<file path="src/rtl/irq_arb_pkg.sv">
package irq_arb_pkg;
    localparam int NSRC = 4;

    typedef enum logic [1:0] {
        SRC_NMI = 2'd0,
        SRC_TMR = 2'd1,
        SRC_DMA = 2'd2,
        SRC_HST = 2'd3
    } src_e;

    typedef struct packed {
        logic            hit;
        logic            use_nmi;
        logic [NSRC-1:0] grant;
    } decision_t;

    // Non-maskable first, then maskable sources in ascending bit order.
    function automatic decision_t pick(input logic [NSRC-1:0] elig, input logic mask_off);
        decision_t d;
        d = '0;
        if (elig[SRC_NMI]) begin
            d.hit = 1'b1;
            d.use_nmi = 1'b1;
            d.grant[SRC_NMI] = 1'b1;
        end else if (!mask_off) begin
            for (int k = 1; k < NSRC; k++) begin
                if (elig[k] && !d.hit) begin
                    d.hit = 1'b1;
                    d.grant[k] = 1'b1;
                end
            end
        end
        return d;
    endfunction
endpackage

</file>
<file path="src/rtl/irq_ack_bank.sv">
module irq_ack_bank
    import irq_arb_pkg::*;
(
    input  logic            clk,
    input  logic            rst,
    input  logic [NSRC-1:0] set_p,
    input  logic [NSRC-1:0] rel_p,
    input  logic [NSRC-1:0] entry_set,
    output logic [NSRC-1:0] held
);
    for (genvar g = 0; g < NSRC; g++) begin : g_lat
        always_ff @(posedge clk) begin
            if (rst)
                held[g] <= 1'b0;
            else if (set_p[g] || entry_set[g])
                held[g] <= 1'b1;
            else if (rel_p[g])
                held[g] <= 1'b0;
        end
    end
endmodule

</file>
<file path="src/rtl/irq_prio_sel.sv">
module irq_prio_sel
    import irq_arb_pkg::*;
(
    input  logic            boundary,
    input  logic            mask_off,
    input  logic [NSRC-1:0] req,
    input  logic [NSRC-1:0] held,
    output decision_t       dec
);
    logic [NSRC-1:0] elig;

    always_comb begin
        elig = req & ~held;
        dec  = boundary ? pick(elig, mask_off) : '0;
    end
endmodule

</file>
<file path="src/rtl/irq_arbiter.sv">
module irq_arbiter
    import irq_arb_pkg::*;
#(
    parameter int VEC_W = 16
) (
    input  logic             clk,
    input  logic             rst,
    input  logic             boundary,
    input  logic             irq_disable,
    input  logic [3:0]       src_req,
    input  logic [3:0]       ack_set,
    input  logic [3:0]       ack_rel,
    input  logic [VEC_W-1:0] nmi_vec,
    input  logic [VEC_W-1:0] irq_vec,
    output logic             take,
    output logic [VEC_W-1:0] vec,
    output logic [3:0]       flag_set,
    output logic             wake
);
    decision_t       dec;
    logic [NSRC-1:0] held;
    logic [NSRC-1:0] entry_set;

    assign entry_set = {{(NSRC-1){1'b0}}, dec.grant[SRC_NMI]};

    irq_ack_bank u_bank (
        .clk       (clk),
        .rst       (rst),
        .set_p     (ack_set),
        .rel_p     (ack_rel),
        .entry_set (entry_set),
        .held      (held)
    );

    irq_prio_sel u_sel (
        .boundary (boundary),
        .mask_off (irq_disable),
        .req      (src_req),
        .held     (held),
        .dec      (dec)
    );

    always_ff @(posedge clk) begin
        if (rst) begin
            take     <= 1'b0;
            wake     <= 1'b0;
            flag_set <= '0;
            vec      <= '0;
        end else begin
            take     <= dec.hit;
            wake     <= dec.hit;
            flag_set <= dec.grant;
            if (dec.hit)
                vec <= dec.use_nmi ? nmi_vec : irq_vec;
        end
    end
endmodule

</file>
<file path="config.mk">
export PLATFORM = sky130hd
export DESIGN_NAME = irq_arbiter
export DESIGN_NICKNAME = d
export VERILOG_FILES = /design/src/rtl/irq_arb_pkg.sv /design/src/rtl/irq_ack_bank.sv /design/src/rtl/irq_prio_sel.sv /design/src/rtl/irq_arbiter.sv
export SDC_FILE = /design/constraint.sdc
export NUM_CORES = 1
export LEC_CHECK = 0
export ABC_AREA = 0
export BUFFER_PORTS_ARGS = -buffer_cell sky130_fd_sc_hd__buf_2
export CELL_PAD_IN_SITES_DETAIL_PLACEMENT = 2
export CELL_PAD_IN_SITES_GLOBAL_PLACEMENT = 2
export CORE_MARGIN = 2
export CORE_UTILIZATION = 23
export CTS_CLUSTER_SIZE = 20
export DETAILED_ROUTE_END_ITERATION = 12
export PLACE_DENSITY_LB_ADDON = 0.1
export SLEW_MARGIN = 20
export SYNTH_ARGS = -nofsm -noshare
export SYNTH_HDL_FRONTEND = slang
export SYNTH_SLANG_ARGS = --single-unit
</file>
<file path="constraint.sdc">
create_clock -name clk -period 1.8 [get_ports clk]
set_input_delay 0.36 -clock clk [delete_from_list [all_inputs] [get_ports clk]]
set_output_delay 0.36 -clock clk [all_outputs]
set_load 0.05 [all_outputs]
</file>
==> summary.txt <==
Global route
  • First-pass GRT wire length: 5630 um
  • Vias in the first global route: 1228
  • Largest net degree at the start of global routing: 20
  • Initial antenna violation count: 0
  • Grt ovf: 0
  • Gr usage total: 13.3%

Route
  • Initial DRT Pass Iterations: 4
  • Drt first-iter violations: 15
  • Final antenna-violating net count: 0
  • Wire per inst: 14.2 um
  • Routed via count: 1106
  • Via-to-Cell Ratio: 4.48
  • Sum of routed wire length over all layers: 3510 um
  • DRC Markers: 0

Yosys
  • Top FF cell, synth: dfxtp_1
  • Synth cell count leaders: dfxtp_1, a21oi_1, mux2i_1
  • Syn_nets: 158
  • Synth warn: 0
  • Synth top area share: 43.1%
  • Yosys top cell by area: dfxtp_1
  • Async S/R FF share, synth: 0%
  • Area contributors post-synth: dfxtp_1, mux2i_1, a211oi_2
  • Synth unique cells: 24
  • EDFF count, synth: 0
  • Cells after synthesis: 110
  • Post-Syn Area: 1160 um^2
  • Sequential area share after synthesis: 43.1%
  • Seq cells post-synth: 25
  • Syn_area_per_cell: 10.5 um^2
  • Top-count cell post-synth: dfxtp_1

Clock tree
  • Clock-pin slew on the worst setup and hold paths: 0.09 ns
  • Setup Buffers After CTS: 0
  • Worst-skew pair later-pin latency: 0.27 ns
  • H-tree Lvls: 1
  • CTS tree: yes
  • Clock sink total: 25
  • Number of gates resized after cts: 0
  • Clock root cell: clkbuf_8
  • Hold-fix buffers at CTS: 0
  • Total CTS buffers: 3
  • Max Root-Sink Buffers: 2

Floorplanning
  • # rows: 25
  • Area of the core: 4790 um^2
  • Top Ports: 70
  • Initial Util: 24.2%
  • Die W: 75.0 um
  • DIE HEIGHT: 75.0 um
  • Die footprint: 5630 um^2

Finish
  • FF+latch area: 500 um^2
  • Ant diodes: 0
  • Layout Nets: 229
  • Share of layout cells above drive strength 1: 52.2%
  • FILL cells: 553
  • Final Non-Filler Cells: 247
  • Area of the multi-input gates: 571 um^2
  • Area grow syn2layout: 38.5%

STA
  • Setup Skew: 0.00438 ns
  • Max-slew violations: 0
  • RSZ-0062 raised after global routing: no
  • Final count of hold timing violations: 0
  • Final Cycle Share: 77.7%
  • Setup TNS: 0 ns
  • Worst rel slew slack: 82.2%
  • Actual slew at the worst max-slew pin: 0.267 ns
  • Tmin final: 1.40 ns
  • Setup violators final: 0
  • F_max: 0.715 GHz

Setup path
  • Largest fanout on the critical path: 17
  • Worst setup EP type: flip-flop
  • Startpoint Class: flip-flop
  • Crit Path Category: flip-flop to flip-flop
  • Flop2flop setup slack: 0.40 ns
  • Data required time at the worst endpoint: 2.01 ns
  • Critical path arrival: 1.61 ns

Placement
  • PortBufs: 69
  • Post-DP HPWL: 2870 um
  • Inst Count DP: 243
  • Final RePlAce weighted congestion: 0.738

Hold path
  • HP Class: input port to flip-flop

Run
  • Max-Cap Viols: 0

Pwr
  • PD cells: 839 nW/um^2
  • Tot Pwr: 0.00135 W
  • Lkg Pwr: 0.818 nW
  • Worst vdd ir: 0.283 mV

Run status
  • Outcome: finished clean
-- critical path, stage by stage, from the launching register on --
cell     delay [ns]
dfxtp_1        0.32
or2b_2         0.33
nand4_4        0.17
and2_4         0.34
nor2b_1        0.18
-- cell usage in the layout, fill, tap and decap left out --
cell type and n:
a21oi_1 21, or2b_2 1, buf_4 6, nor2b_1 1
a211oi_1 6, clkbuf_8 3, a211oi_2 10, dfxtp_1 25
buf_2 69, nand2b_1 2, inv_1 4, nand3b_1 1
nor3b_1 1, nand4_4 1, nand4_1 1, mux2i_1 16
nand3_1 1, a21boi_2 1, and2_4 1, clkinv_2 1
nand2b_4 1, nor2_1 7
-- worst paths after layout --
path / start / depth (start not counted) / endpoint
max: u_bank.held[2] / 4 / wake
min reg2reg: u_bank.held[3] / 2 / u_bank.held[3]
min: ack_set[3] / 3 / u_bank.held[3]
max reg2reg: u_bank.held[2] / 4 / wake
-- logic make-up after synthesis --
family	share of synthesized area, %
muxes	13.8
buffers and inverters	7.66
and+or+nand+nor	10.7
AOI/OAI and AO/OA	24.7
DFF	43.1
-- cell type report --
cell class / instances / share of cell area [%]
Tap cell: 67 / 5.22
Clock inverter: 1 / 0.312
Clock buffer: 3 / 2.57
Inverter: 4 / 0.935
Multi-Input combinational cell: 72 / 35.5
Timing Repair Buffer: 75 / 24.3
Sequential cell: 25 / 31.2
-- flip-flops by register name, indices dropped and copies added (netlist names) --
name	cells
u_bank.held	4
vec	16
flag_set	4
wake	1
-- per-layer routing --
metal  GRT usage (%)  up-vias  routed length [um]
met3            2.54        4                 247
met5               0        -                   0
li1                -      538                   -
met4            4.76        0                  46
met2            25.0       39                1900
met1            14.7      525                1320
-- power breakdown --
group	switching [W]	internal, W	leakage, nW
combinational	0.000258	0.000138	0.586
clock	0.000182	0.000155	0.0255
sequential	0.0000210	0.000594	0.206
-- metrics by stage --
stage	util, %	hold WS [ns]	worst slack [ns]	instance area, um^2
after detailed placement	32.6	0.476	0.257	1560
after global placement	32.6	0.455	0.306	1560
after floorplan	-	0.432	0.419	1160
after global routing	33.6	0.302	0.314	1610
after CTS	33.6	0.303	0.381	1610
final	33.6	0.305	0.401	1610
No activity file was read; power rests on OpenSTA's default activity.
